### src/rtl/nlt_pkg.sv
package nlt_pkg;
   typedef enum logic [2:0] {
      ST_IDLE,
      ST_REQ,
      ST_LOAD,
      ST_LO,
      ST_HI
   } tx_state_e;

   localparam int          LINK_W     = 5;
   localparam int          HS_BIT     = 4;
   localparam logic [4:0]  LINK_REQ   = 5'b01000;
   localparam logic [4:0]  LINK_GRANT = 5'b00001;
   localparam logic [7:0]  TYPE_B0    = 8'h08;
   localparam logic [7:0]  TYPE_B1    = 8'h00;
endpackage

### src/rtl/nlt_wait_timer.sv
module nlt_wait_timer #(
   parameter int CNT_W = 16
) (
   input  logic             clk,
   input  logic             rst_n,
   input  logic             clr,
   input  logic             inc,
   input  logic [CNT_W-1:0] limit,
   output logic             hit
);
   logic [CNT_W-1:0] cnt_q;

   always_ff @(posedge clk or negedge rst_n) begin
      if (!rst_n)      cnt_q <= '0;
      else if (clr)    cnt_q <= '0;
      else if (inc)    cnt_q <= cnt_q + 1'b1;
   end

   assign hit = (cnt_q == limit);
endmodule

### src/rtl/nlt_csum_acc.sv
module nlt_csum_acc #(
   parameter int SUM_W = 8
) (
   input  logic             clk,
   input  logic             rst_n,
   input  logic             clr,
   input  logic             add,
   input  logic [SUM_W-1:0] din,
   output logic [SUM_W-1:0] sum
);
   always_ff @(posedge clk or negedge rst_n) begin
      if (!rst_n)    sum <= '0;
      else if (clr)  sum <= '0;
      else if (add)  sum <= sum + din;
   end
endmodule

### src/rtl/nlt_byte_mux.sv
module nlt_byte_mux
   import nlt_pkg::*;
#(
   parameter int ADDR_BYTES = 12,
   parameter int PAY_W      = 11,
   parameter int IDX_W      = 12
) (
   input  logic [IDX_W-1:0]        idx,
   input  logic [PAY_W-1:0]        pay_len,
   input  logic [15:0]             frame_len,
   input  logic [8*ADDR_BYTES-1:0] addr_bank,
   input  logic [7:0]              pay_byte,
   input  logic [7:0]              sum,
   output logic [7:0]              cur_byte,
   output logic                    in_pay,
   output logic                    in_span,
   output logic                    is_last
);
   localparam int AB_LO  = 2;
   localparam int AB_END = AB_LO + ADDR_BYTES;
   localparam int HDR    = AB_END + 2;

   localparam logic [IDX_W-1:0] I_ABLO = IDX_W'(AB_LO);
   localparam logic [IDX_W-1:0] I_T0   = IDX_W'(AB_END);
   localparam logic [IDX_W-1:0] I_T1   = IDX_W'(AB_END + 1);
   localparam logic [IDX_W-1:0] I_HDR  = IDX_W'(HDR);

   logic [7:0]       addr_arr [ADDR_BYTES];
   logic [IDX_W-1:0] pay_end;

   for (genvar k = 0; k < ADDR_BYTES; k++) begin : g_addr
      assign addr_arr[k] = addr_bank[8*k +: 8];
   end

   assign pay_end = I_HDR + IDX_W'(pay_len);

   always_comb begin
      in_pay  = (idx >= I_HDR) && (idx < pay_end);
      in_span = (idx >= I_ABLO) && (idx < pay_end);
      is_last = (idx == pay_end);
      cur_byte = sum;
      if (idx == '0)              cur_byte = frame_len[7:0];
      else if (idx == IDX_W'(1))  cur_byte = frame_len[15:8];
      else if (idx == I_T0)       cur_byte = TYPE_B0;
      else if (idx == I_T1)       cur_byte = TYPE_B1;
      else if (in_pay)            cur_byte = pay_byte;
      else begin
         for (int k = 0; k < ADDR_BYTES; k++) begin
            if (idx == IDX_W'(AB_LO + k)) cur_byte = addr_arr[k];
         end
      end
   end
endmodule

### src/rtl/nlt_tx.sv
module nlt_tx
   import nlt_pkg::*;
#(
   parameter int ADDR_BYTES = 12,
   parameter int PAY_W      = 11,
   parameter int TMO_W      = 16,
   parameter bit TIMEOUT_EN = 1'b1
) (
   input  logic                    clk,
   input  logic                    rst_n,
   input  logic                    start_i,
   input  logic [PAY_W-1:0]        pay_len_i,
   input  logic [7:0]              pay_data_i,
   input  logic                    pay_valid_i,
   output logic                    pay_ready_o,
   input  logic [8*ADDR_BYTES-1:0] addr_cfg_i,
   input  logic [TMO_W-1:0]        timeout_cfg_i,
   input  logic [4:0]              link_i,
   output logic [4:0]              link_o,
   output logic                    busy_o,
   output logic                    done_o,
   output logic                    err_o
);
   localparam int HDR_BYTES = ADDR_BYTES + 4;
   localparam int LEN_OFS   = ADDR_BYTES + 2;
   localparam int IDX_W     = $clog2((1 << PAY_W) + HDR_BYTES + 1);

   if (ADDR_BYTES < 1) begin : g_bad_addr
      $error("nlt_tx: ADDR_BYTES must be at least 1");
   end
   if (PAY_W < 1 || ((1 << PAY_W) - 1 + LEN_OFS) > 65535) begin : g_bad_pay
      $error("nlt_tx: PAY_W must let the frame length fit 16 bits");
   end
   if (TMO_W < 1) begin : g_bad_tmo
      $error("nlt_tx: TMO_W must be at least 1");
   end

   tx_state_e        st_q, st_d;
   logic [4:0]       lo_q, lo_d;
   logic [IDX_W-1:0] idx_q, idx_d;
   logic [PAY_W-1:0] plen_q;
   logic [15:0]      flen_q;
   logic [7:0]       byte_q;
   logic             last_q;
   logic             done_q, err_q;

   logic [7:0]       cur_byte, sum;
   logic             in_pay, in_span, is_last;
   logic             waiting, cond, abort, take, accept, finish, hit;
   logic             peer_hs;

   assign peer_hs = link_i[HS_BIT];
   assign accept  = (st_q == ST_IDLE) && start_i;

   nlt_byte_mux #(
      .ADDR_BYTES (ADDR_BYTES),
      .PAY_W      (PAY_W),
      .IDX_W      (IDX_W)
   ) u_mux (
      .idx       (idx_q),
      .pay_len   (plen_q),
      .frame_len (flen_q),
      .addr_bank (addr_cfg_i),
      .pay_byte  (pay_data_i),
      .sum       (sum),
      .cur_byte  (cur_byte),
      .in_pay    (in_pay),
      .in_span   (in_span),
      .is_last   (is_last)
   );

   nlt_csum_acc #(.SUM_W(8)) u_sum (
      .clk   (clk),
      .rst_n (rst_n),
      .clr   (accept),
      .add   (take && in_span),
      .din   (cur_byte),
      .sum   (sum)
   );

   if (TIMEOUT_EN) begin : g_tmo
      nlt_wait_timer #(.CNT_W(TMO_W)) u_tmr (
         .clk   (clk),
         .rst_n (rst_n),
         .clr   (st_d != st_q),
         .inc   (waiting && !cond && !hit),
         .limit (timeout_cfg_i),
         .hit   (hit)
      );
   end else begin : g_no_tmo
      assign hit = 1'b0;
   end

   always_comb begin
      st_d    = st_q;
      lo_d    = lo_q;
      idx_d   = idx_q;
      waiting = 1'b0;
      cond    = 1'b0;
      take    = 1'b0;
      finish  = 1'b0;
      case (st_q)
         ST_IDLE: begin
            lo_d  = '0;
            idx_d = '0;
            if (start_i) begin
               st_d = ST_REQ;
               lo_d = LINK_REQ;
            end
         end
         ST_REQ: begin
            waiting = 1'b1;
            cond    = (link_i == LINK_GRANT);
            if (cond) st_d = ST_LOAD;
         end
         ST_LOAD: begin
            if (!in_pay || pay_valid_i) begin
               take = 1'b1;
               st_d = ST_LO;
               lo_d = {1'b1, cur_byte[3:0]};
            end
         end
         ST_LO: begin
            waiting = 1'b1;
            cond    = peer_hs;
            if (cond) begin
               st_d = ST_HI;
               lo_d = {1'b0, byte_q[7:4]};
            end
         end
         ST_HI: begin
            waiting = 1'b1;
            cond    = !peer_hs;
            if (cond) begin
               if (last_q) begin
                  st_d   = ST_IDLE;
                  lo_d   = '0;
                  finish = 1'b1;
               end else begin
                  st_d  = ST_LOAD;
                  idx_d = idx_q + 1'b1;
               end
            end
         end
         default: begin
            st_d = ST_IDLE;
            lo_d = '0;
         end
      endcase
      abort = waiting && !cond && hit;
      if (abort) begin
         st_d = ST_IDLE;
         lo_d = '0;
      end
   end

   always_ff @(posedge clk or negedge rst_n) begin
      if (!rst_n) begin
         st_q   <= ST_IDLE;
         lo_q   <= '0;
         idx_q  <= '0;
         plen_q <= '0;
         flen_q <= '0;
         byte_q <= '0;
         last_q <= 1'b0;
         done_q <= 1'b0;
         err_q  <= 1'b0;
      end else begin
         st_q   <= st_d;
         lo_q   <= lo_d;
         idx_q  <= idx_d;
         done_q <= finish;
         err_q  <= abort;
         if (accept) begin
            plen_q <= pay_len_i;
            flen_q <= 16'(pay_len_i) + 16'(LEN_OFS);
         end
         if (take) begin
            byte_q <= cur_byte;
            last_q <= is_last;
         end
      end
   end

   assign link_o      = lo_q;
   assign busy_o      = (st_q != ST_IDLE);
   assign pay_ready_o = (st_q == ST_LOAD) && in_pay;
   assign done_o      = done_q;
   assign err_o       = err_q;
endmodule

### config.mk
export PLATFORM = sky130hd
export DESIGN_NAME = nlt_tx
export DESIGN_NICKNAME = d
export VERILOG_FILES = /design/src/rtl/nlt_pkg.sv /design/src/rtl/nlt_wait_timer.sv /design/src/rtl/nlt_csum_acc.sv /design/src/rtl/nlt_byte_mux.sv /design/src/rtl/nlt_tx.sv
export SDC_FILE = /design/constraint.sdc
export NUM_CORES = 1
export LEC_CHECK = 0
export BUFFER_PORTS_ARGS = -buffer_cell sky130_fd_sc_hd__buf_2
export CELL_PAD_IN_SITES_DETAIL_PLACEMENT = 1
export CELL_PAD_IN_SITES_GLOBAL_PLACEMENT = 2
export CORE_MARGIN = 3
export CORE_UTILIZATION = 34
export DETAILED_ROUTE_END_ITERATION = 8
export PLACE_DENSITY_LB_ADDON = 0.1
export SETUP_SLACK_MARGIN = 0.02
export SLEW_MARGIN = 10
export SYNTH_ARGS = -nofsm -noshare
export SYNTH_HDL_FRONTEND = slang
export SYNTH_SLANG_ARGS = --single-unit
export TNS_END_PERCENT = 5
### constraint.sdc
create_clock -name clk -period 9.75 [get_ports clk]
set_clock_uncertainty 0.05 [all_clocks]
set_input_delay 0.975 -clock clk [delete_from_list [all_inputs] [get_ports clk]]
set_output_delay 0.975 -clock clk [all_outputs]
set_load 0.005 [all_outputs]
== Word level (Yosys, flattened, before mapping) ==
Index checks and enable logic that the tools add are counted.
Word-level totals
  output and inout port bits: 9
  word-level logic and storage cells: 117
  register bits after elaboration: 82
Cells by class
  multiplexer cells: 46
  reduce and logical (&&, ||, !) cells: 22
  add/sub/neg operators: 5
  magnitude comparators: 3
  equality and inequality tests: 30
Operators by type and width (number)
  8-bit two-way mux: 19
  12-bit by 4-bit == test with 1-bit output, second input constant: 8
  12-bit by 3-bit == test with 1-bit output, second input constant: 4
  16-bit two-way mux: 2
  5-bit two-way mux: 5
  5-bit one-hot mux with 5 select lines: 1
  12-bit by 2-bit == test with 1-bit output, second input constant: 2
  12-bit two-way mux: 2
  12-bit one-hot mux with 2 select lines: 1
  3-bit two-way mux: 6
  16-bit by 1-bit adder with 16-bit output, second input constant: 1
  16-bit == test: 1
  3-bit one-hot mux with 5 select lines: 1
  11-bit by 4-bit adder with 12-bit output, second input constant: 1
  12-bit by 1-bit adder with 12-bit output, second input constant: 1
  5-bit by 11-bit adder with 12-bit output, first input constant: 1
  12-bit by 1-bit == test with 1-bit output, second input constant: 1
  12-bit == test: 1
  12-bit by 2-bit >= comparator with 1-bit output, second input constant: 1
  12-bit by 5-bit >= comparator with 1-bit output, second input constant: 1
  12-bit logical NOT: 1
  12-bit less-than comparator: 1
  3-bit != test, second input constant: 4
  8-bit adder: 1
  other kinds (19): 39

== Depth between registers and ports, before layout ==
Gate-level depths: netlist (run 1).
  depth in word-level cells: 21
  gate-level depth with buffers: 23

== By module ==
A second synthesis (run 1) with hierarchy kept.
Unflattened totals
  cells, all modules: 719
  area, all modules: 6222.2 sq um
By module, submodules not included
  nlt_tx: area each 2439.8 sq um, cells an instance 239, times used 1, seq. area each 1226.2 sq um
  nlt_byte_mux: area each 2090.8 sq um, cells an instance 310, times used 1, seq. area each 0.0 sq um
  nlt_wait_timer: area each 1044.8 sq um, cells an instance 104, times used 1, seq. area each 400.4 sq um
  nlt_csum_acc: area each 646.9 sq um, cells an instance 66, times used 1, seq. area each 200.2 sq um

== Worst setup path after synthesis (run 1) ==
OpenSTA, ideal clock, no wires.
  path kind: register to register
  start: register plen_q[4]
  end: register u_sum.sum[7]
  path buffers: 1
  slack: 5468 ps
  arrival time: 4153 ps
  required time: 9621 ps
  cell stages (with the launch flop): 22
  cells stage by stage: dfrtp_1 ha_1 and3_1 nand3_1 xor2_1 ha_1 nand4_1 or3_1 o22ai_1 or3_1 buf_2 o21ai_0 o41ai_2 ha_1 nand3_1 o211ai_1 o21a_1 o21a_1 nor2_1 o21a_1 o21ba_1 mux2i_1
On the way
  cells in the longest elaborated chain, start to end: 11
RTL lines
  from (decl): RTL line nlt_tx.sv:41  | logic [PAY_W-1:0] plen_q;
  from (signal assigned): RTL line nlt_tx.sv:175  | plen_q <= pay_len_i;
  5-bit by 11-bit adder with 12-bit output: RTL line nlt_byte_mux.sv:35  | assign pay_end = I_HDR + IDX_W'(pay_len);
  12-bit less-than comparator: RTL line nlt_byte_mux.sv:38  | in_pay = (idx >= I_HDR) && (idx < pay_end);
  1-bit logical AND: RTL line nlt_byte_mux.sv:38
  8-bit two-way mux: RTL line nlt_byte_mux.sv:46  | else if (in_pay) cur_byte = pay_byte;
  8-bit two-way mux: RTL line nlt_byte_mux.sv:45  | else if (idx == I_T1) cur_byte = TYPE_B1;
  8-bit two-way mux: RTL line nlt_byte_mux.sv:44  | else if (idx == I_T0) cur_byte = TYPE_B0;
  8-bit two-way mux: RTL line nlt_byte_mux.sv:43  | else if (idx == IDX_W'(1)) cur_byte = frame_len[15:8];
  8-bit two-way mux: RTL line nlt_byte_mux.sv:42  | if (idx == '0) cur_byte = frame_len[7:0];
  net cur_byte[4]: RTL line nlt_tx.sv:47  | logic [7:0] cur_byte, sum;
  8-bit adder: RTL line nlt_csum_acc.sv:14  | else if (add) sum <= sum + din;
  8-bit two-way mux: RTL line nlt_csum_acc.sv:14
  8-bit two-way mux: RTL line nlt_csum_acc.sv:13  | else if (clr) sum <= '0;
  to (signal assigned): RTL line nlt_csum_acc.sv:14
  to (decl): RTL line nlt_csum_acc.sv:9  | output logic [SUM_W-1:0] sum
The timed path passes the listed nets, and every way through them passes these cells. The select of a mux whose other input is x is not followed.
A chain may end at the register's enable or synchronous reset.

== Worst setup path after layout (run 1) ==
Same ends and word-level chain as after synthesis.

==> flow_summary.toml, run 1 <==
[worst_setup_path]
cp-end-kind = "flip-flop"
crit_required_ps = 9970
crit_fanout = 11
crit_arrival_ps = 5200
startpoint_type = "flip-flop"
crit_type = "flip-flop to flip-flop"
r2r_cells = 20

[sta]
fin_crit_ps = 4980
setup_viol = 0
drv_slew = 0
finalSetupTns_ps = 0
min_period_over_period_pct = 51.0
relSlewSlack_pct = 21.0
fmax_mhz = 201
worst_pin_slew_ps = 1180
hold_viol_final = 0
rsz0062_at_grt = "no"

[logic_synthesis]
yosys.area_share.simple_pct = 24.0
synth_xor_area_share_pct = 8.22
synth_edf_count = 0
synth_top_area_cell = "dfrtp_1"
ys_types = 81
synth_top_family_by_area = "simple AND/OR/NAND/NOR gates"
synth_compound_area_share_pct = 23.7
synthMuxAreaShare_pct = 3.13
yosysWarnings = 0
syn_area_um2 = 5960
synth-seq-cells = 73
synthTopCellsByArea = "dfrtp_1 (31%), xnor2_1 (5.7%), ha_1 (5.5%)"
post-synth-top-area-fraction_pct = 30.6
postSynthCellCount = 728
synth-seq-area-share_pct = 30.6
synth_fa_ha_area_share_pct = 5.79
ys_async_sr_fraction_pct = 100
synth.avg_cell_area_um2 = 8.19
synth_nets = 895
synthFlopType = "dfrtp_1"

[floorplanning]
start_util_pct = 35.3
fp.dieH_um = 138
num_rows = 47
die_x_um = 138
die-area_um2 = 19200
num_io_pins = 149
core_um2 = 16900

[worst_hold_path]
min_path_type = "flip-flop to flip-flop"
worstHoldPathCells = 2

[final_layout]
nets = 1026
diodes = 0
drive_gt1_share_pct = 22.6
seq_area_um2 = 1830
multiInputGateArea_um2 = 3870
area_growth_pct = 19.9
final_area_um2 = 7150
fill_cells = 2076

[cts]
cts_hold_buf = 0
htreeDepth = 3
clock-sinks = 73
cts_resized = 0
cts-buffers-inserted = 9
clkTransAtPathRegs_ps = 60
cts_tree = "built"
cts_buffer_depth = 2
root_buffer = "clkbuf_16"
postCtsSetupBuffers = 0
insertion_delay_ps = 340

[routing]
drt-pass1-iter-count = 5
via_per_inst = 5.74
vias = 6211
drc = 0
ant_nets = 0
drt-total-wl_um = 23700
drt_iter0_markers = 323
wire_per_inst_um = 21.9

[global_route]
antenna_found_initial = 0
grt.overflow.total = 0
grt_max_degree = 74
grt_util_all_layers_pct = 24.6
grt_pass1_wl_um = 37700
first_global_vias = 6512

[pwr]
p_leak_nw = 3.12
powerDensity_nw_per_um2 = 175
irDropWorstVdd_uv = 135

[placed_design]
portBuffers = 148
dp_hpwl_um = 18700
gp_congestion = 0.925
placed_area_um2 = 6890

[run]
maxCapViolCount = 0

[run_status]
status = "complete, no violations"
==> placed cells by master, fill, tap and decap left out, drive strengths merged, types with 26 or more instances in the layout <==
| master | count |
|---|---|
| nand2 | 74 |
| xnor2 | 39 |
| nor2 | 74 |
| inv | 29 |
| dfrtp | 73 |
| nand3 | 38 |
| ha | 26 |
| buf | 157 |
| a21oi | 33 |
| o21ai | 55 |
==> path summary, 6_finish.rpt <==
| check | startpoint | end | slack (ps) |
|---|---|---|---|
| worst min register to register | plen_q[2] | plen_q[2] | 430 |
| max in group asynchronous | rst_n | byte_q[4] | 8290 |
| worst max register to register | plen_q[4] | u_sum.sum[7] | 4770 |
| worst max-delay path | plen_q[4] | u_sum.sum[7] | 4770 |
| min in group asynchronous | rst_n | plen_q[9] | 730 |
| worst min-delay path | plen_q[2] | plen_q[2] | 430 |
==> sequential cells by signal, summed over array words and instances (netlist names) <==
signal / flops
plen_q: 11
done_o: 1
u_sum.sum: 8
byte_q: 4
flen_q: 11
link_o: 5
err_o: 1
g_tmo.u_tmr.cnt_q: 16
st_q: 3
last_q: 1
idx_q: 12
==> cells in the mapped netlist (7+ instances only) <==
cell	instances
a21oi_1	33
and3_1	7
clkbuf_1	27
dfrtp_1	73
ha_1	26
inv_1	29
mux2_2	13
nand2_1	74
nand2b_1	9
nand3_1	38
nand4_1	19
nor2_1	74
nor3_1	21
nor4_1	7
o211ai_1	8
o21a_1	11
o21ai_0	47
o21ai_1	8
o22ai_1	12
o31ai_1	7
xnor2_1	39
xor2_1	17
==> per-stage QoR <==
step | power (mW) | instances | utilization [%] | hold slack, ps | setup slack (ps)
2_1_floorplan | 0.765 | 728 | - | 392 | 5470
3_3_place_gp | 0.941 | 1068 | 40.8 | 418 | 4960
3_5_place_dp | 0.956 | 1068 | 40.8 | 429 | 4790
4_1_cts | 1.27 | 1082 | 42.4 | 441 | 4760
5_1_grt | 1.35 | 1082 | 42.4 | 487 | 4340
6_report | 1.25 | 1082 | 42.4 | 434 | 4770
==> report_power, final <==
part	total, mW	switching [mW]	internal (mW)	leakage, nW
clock network	0.303	0.127	0.176	0.131
registers	0.456	0.0838	0.373	0.971
logic	0.492	0.287	0.205	2.02
==> area by class of cell <==
| cell class | instances | share of cell area [%] |
|---|---|---|
| Multi-Input combinational cell | 588 | 54.0 |
| Sequential cell | 73 | 25.5 |
| Timing Repair Buffer | 157 | 11.3 |
| Tap cell | 220 | 3.85 |
| Clock buffer | 11 | 3.39 |
| Inverter | 30 | 1.57 |
| Clock inverter | 3 | 0.262 |
==> logic make-up after synthesis <==
family	count (synthesis)
AOI/OAI and AO/OA	203
buffers and inverters	67
muxes	17
DFF	73
and+or+nand+nor	285
xor gates and xnor gates	56
adders and majority gates	27
==> worst max-delay path, cell delays in order, from the launching register on <==
cell	delay, ps
dfrtp_1	410
ha_1	200
and3_1	200
nand3_1	100
xor2_1	160
ha_1	300
nand4_1	100
or3_1	410
o22ai_1	420
or3_1	480
o21ai_0	160
o41ai_2	410
ha_1	360
nand3_1	110
o211ai_1	110
o21a_1	200
o21a_1	170
nor2_1	120
o21a_1	130
o21ba_1	140
mux2i_1	170
==> metal layers <==
| layer | vias to the layer above | GRT usage, % | wire [um] |
|---|---|---|---|
| met5 | - | 0 | 0 |
| met4 | 0 | 9.15 | 656 |
| met3 | 38 | 3.90 | 1350 |
| met2 | 223 | 40.5 | 11200 |
| met1 | 3006 | 32.6 | 10500 |
| li1 | 2944 | - | - |
No activity file was read; power rests on OpenSTA's default activity.
==> run 2, diff against run 1 <==
--- a/config.mk
+++ b/config.mk
@@ -5,11 +5,12 @@
 export SDC_FILE = /design/constraint.sdc
 export NUM_CORES = 1
 export LEC_CHECK = 0
+export ABC_AREA = 1
 export BUFFER_PORTS_ARGS = -buffer_cell sky130_fd_sc_hd__buf_2
 export CELL_PAD_IN_SITES_DETAIL_PLACEMENT = 1
 export CELL_PAD_IN_SITES_GLOBAL_PLACEMENT = 2
 export CORE_MARGIN = 3
-export CORE_UTILIZATION = 34
+export CORE_UTILIZATION = 29
 export DETAILED_ROUTE_END_ITERATION = 8
 export PLACE_DENSITY_LB_ADDON = 0.1
 export SETUP_SLACK_MARGIN = 0.02
==> constraint.sdc (replaced) <==
create_clock -name clk -period 4.98 [get_ports clk]
set_clock_uncertainty 0.05 [all_clocks]
set_input_delay 0.498 -clock clk [delete_from_list [all_inputs] [get_ports clk]]
set_output_delay 0.498 -clock clk [all_outputs]
set_load 0.005 [all_outputs]
==> run 2 against run 1 <==
Against the previous run: count of clock-buffer cells in the layout stayed put; setup slack worse by 4200 ps; combinational power is 98% higher.
==> flow_summary.toml, run 2 <==
[run]
maxCapViolCount = 0

[sta]
finalSetupTns_ps = 0
rsz0062_at_grt = "no"
min_period_over_period_pct = 88.5
hold_viol_final = 0
worst_pin_slew_ps = 965
setup_viol = 0
relSlewSlack_pct = 35.6
fmax_mhz = 227
fin_crit_ps = 4410
whs_ps = 256
drv_slew = 0

[routing]
drt-pass1-iter-count = 4
wl_met1_um = 10000
ant_nets = 0
wire_per_inst_um = 15.6
drt-total-wl_um = 21500
drc = 0
via_per_inst = 4.60
topRoutingLayerUsed = "met4"
wl_met3_um = 967
wl_met2_um = 10300
drt_iter0_markers = 233
vias = 6358

[cts]
root_buffer = "clkbuf_16"
cts_buffer_depth = 2
clock-sinks = 73
clkTransAtPathRegs_ps = 60
htreeDepth = 3
cts-buffers-inserted = 9
insertion_delay_ps = 340
cts_tree = "built"
cts_hold_buf = 0

[floorplanning]
start_util_pct = 29.9
num_rows = 52
core_um2 = 20500
die_x_um = 151
die-area_um2 = 22900
fp.dieH_um = 151
num_io_pins = 149

[logic_synthesis]
synthTopCellsByArea = "dfrtp_1 (30%), nand2_1 (17%), inv_1 (10%)"
yosysWarnings = 0
synth_top_area_cell = "dfrtp_1"
postSynthCellCount = 951
synthFlopType = "dfrtp_1"
syn_area_um2 = 6130
synth.avg_cell_area_um2 = 6.45
synth-seq-cells = 73
synth_nets = 1118
synth_edf_count = 0
synthTopCellsByCount = "nand2_1 (282), inv_1 (164), o21ai_0 (88)"
post-synth-top-area-fraction_pct = 29.8
ys_async_sr_fraction_pct = 100
ys_types = 50
synth-seq-area-share_pct = 29.8
synth_most_common_cell = "nand2_1"

[worst_setup_path]
crit_type = "flip-flop to flip-flop"
cp-end-kind = "flip-flop"
rr_startpoint = "plen_q[4]"
crit_fanout = 10
ff2ff_setup_slack_ps = 570
worstSetupStartpoint = "plen_q[4]"
crit_required_ps = 5190
startpoint_type = "flip-flop"
crit_arrival_ps = 4620

[placed_design]
portBuffers = 148
dp_hpwl_um = 17600
placed_area_um2 = 7200
gp_congestion = 0.822

[final_layout]
drive_gt1_share_pct = 19.5
final_area_um2 = 7630
top_regs = "g_tmo.u_tmr.cnt_q (16), idx_q (12)"
mostFrequentLayoutCells = "nand2_1 (282), inv_1 (164), buf_2 (148)"
diodes = 0
nets = 1274
area_growth_pct = 24.3
mostFrequentLayoutCell = "nand2_1"
largest_reg_flops = 16
top_register = "g_tmo.u_tmr.cnt_q"

[pwr]
powerDensity_nw_per_um2 = 345
irDropWorstVdd_uv = 199
p_leak_nw = 4.03

[global_route]
first_global_vias = 6468
grt_pass1_wl_um = 33900
grt_util_all_layers_pct = 18.9
grt.overflow.total = 0
antenna_found_initial = 0
grt_max_degree = 39

[run_status]
status = "complete, no violations"

[worst_hold_path]
min_path_type = "input pin to asynchronous set/reset pin"
==> run 2: changes by cell type in the layout (fill, tap and decap cells not counted), sizes merged, moves of 11 or more <==
cell,delta
nand3,+19
o21ai,+38
mux2,-13
nand2,+214
o21a,-11
inv,+141
xnor2,-21
==> run 2: power breakdown <==
group,internal [mW],total [mW],switching [mW]
Clock,0.567,0.832,0.265
Combinational,0.338,0.973,0.636
Sequential,0.720,0.826,0.106
==> run 2: logic make-up after synthesis <==
logic type                 synth area share, %
adders and majority gates                 5.63
DFF                                       29.8
and+or+nand+nor                           34.2
AOI/OAI and AO/OA                         14.0
buffers and inverters                     11.6
xor gates and xnor gates                  4.71
==> run 2: worst paths after layout <==
path,depth (start not counted),end
hold reg to reg,2,link_o[0]
max in group asynchronous,2,flen_q[11]
setup / recovery,26,u_sum.sum[6]
min in group clk,2,flen_q[10]
hold / removal,1,link_o[0]
setup reg to reg,26,u_sum.sum[6]
==> run 2: cell type report <==
type	instances	area, um2
clock buffer	11	253
fill	2725	12900
inverter	170	638
timing repair buffer	163	853
multi-input combinational	690	3590
sequential	73	1830
tap	270	338
clock inverter	5	125
==> run 2: metrics by stage <==
stage          total power [mW]  utilization (%)  worst slack (ps)  std cells
5_1_grt                    2.85             37.2              30.1       1382
4_1_cts                    2.67             37.0               456       1376
2_1_floorplan              1.47                -               935        951
6_report                   2.63             37.2               573       1382
3_3_place_gp               1.82             35.2               524       1360
3_5_place_dp               1.83             35.2               488       1360
==> run 2: critical path, cell delays in order, from the launching register on <==
cell	delay, ps
dfrtp_1	410
ha_1	200
nand3_1	120
nor3b_1	240
xor2_1	110
ha_1	290
nand2_1	60
inv_1	50
nand3_1	70
nor3_1	220
nand2_1	80
nand2_1	120
nor2_1	80
inv_1	240
o21ai_0	120
inv_1	70
nand2_1	60
a21boi_0	160
ha_1	200
inv_1	60
fa_1	390
nand3b_1	170
and2_1	190
o21ai_0	150
a21oi_1	90
xor2_1	140
o22ai_1	170
==> run 2: timing repair <==
item,in CTS,in global routing
gates resized for setup,0,1
setup endpoints to repair,0,2
buffers inserted,0,6
==> run 2: layer usage <==
metal / vias up / track usage, %
li1: 3325 / -
met1: 2901 / 25.5
met2: 121 / 32.3
met3: 11 / 2.84
met4: 0 / 3.31
met5: - / 0
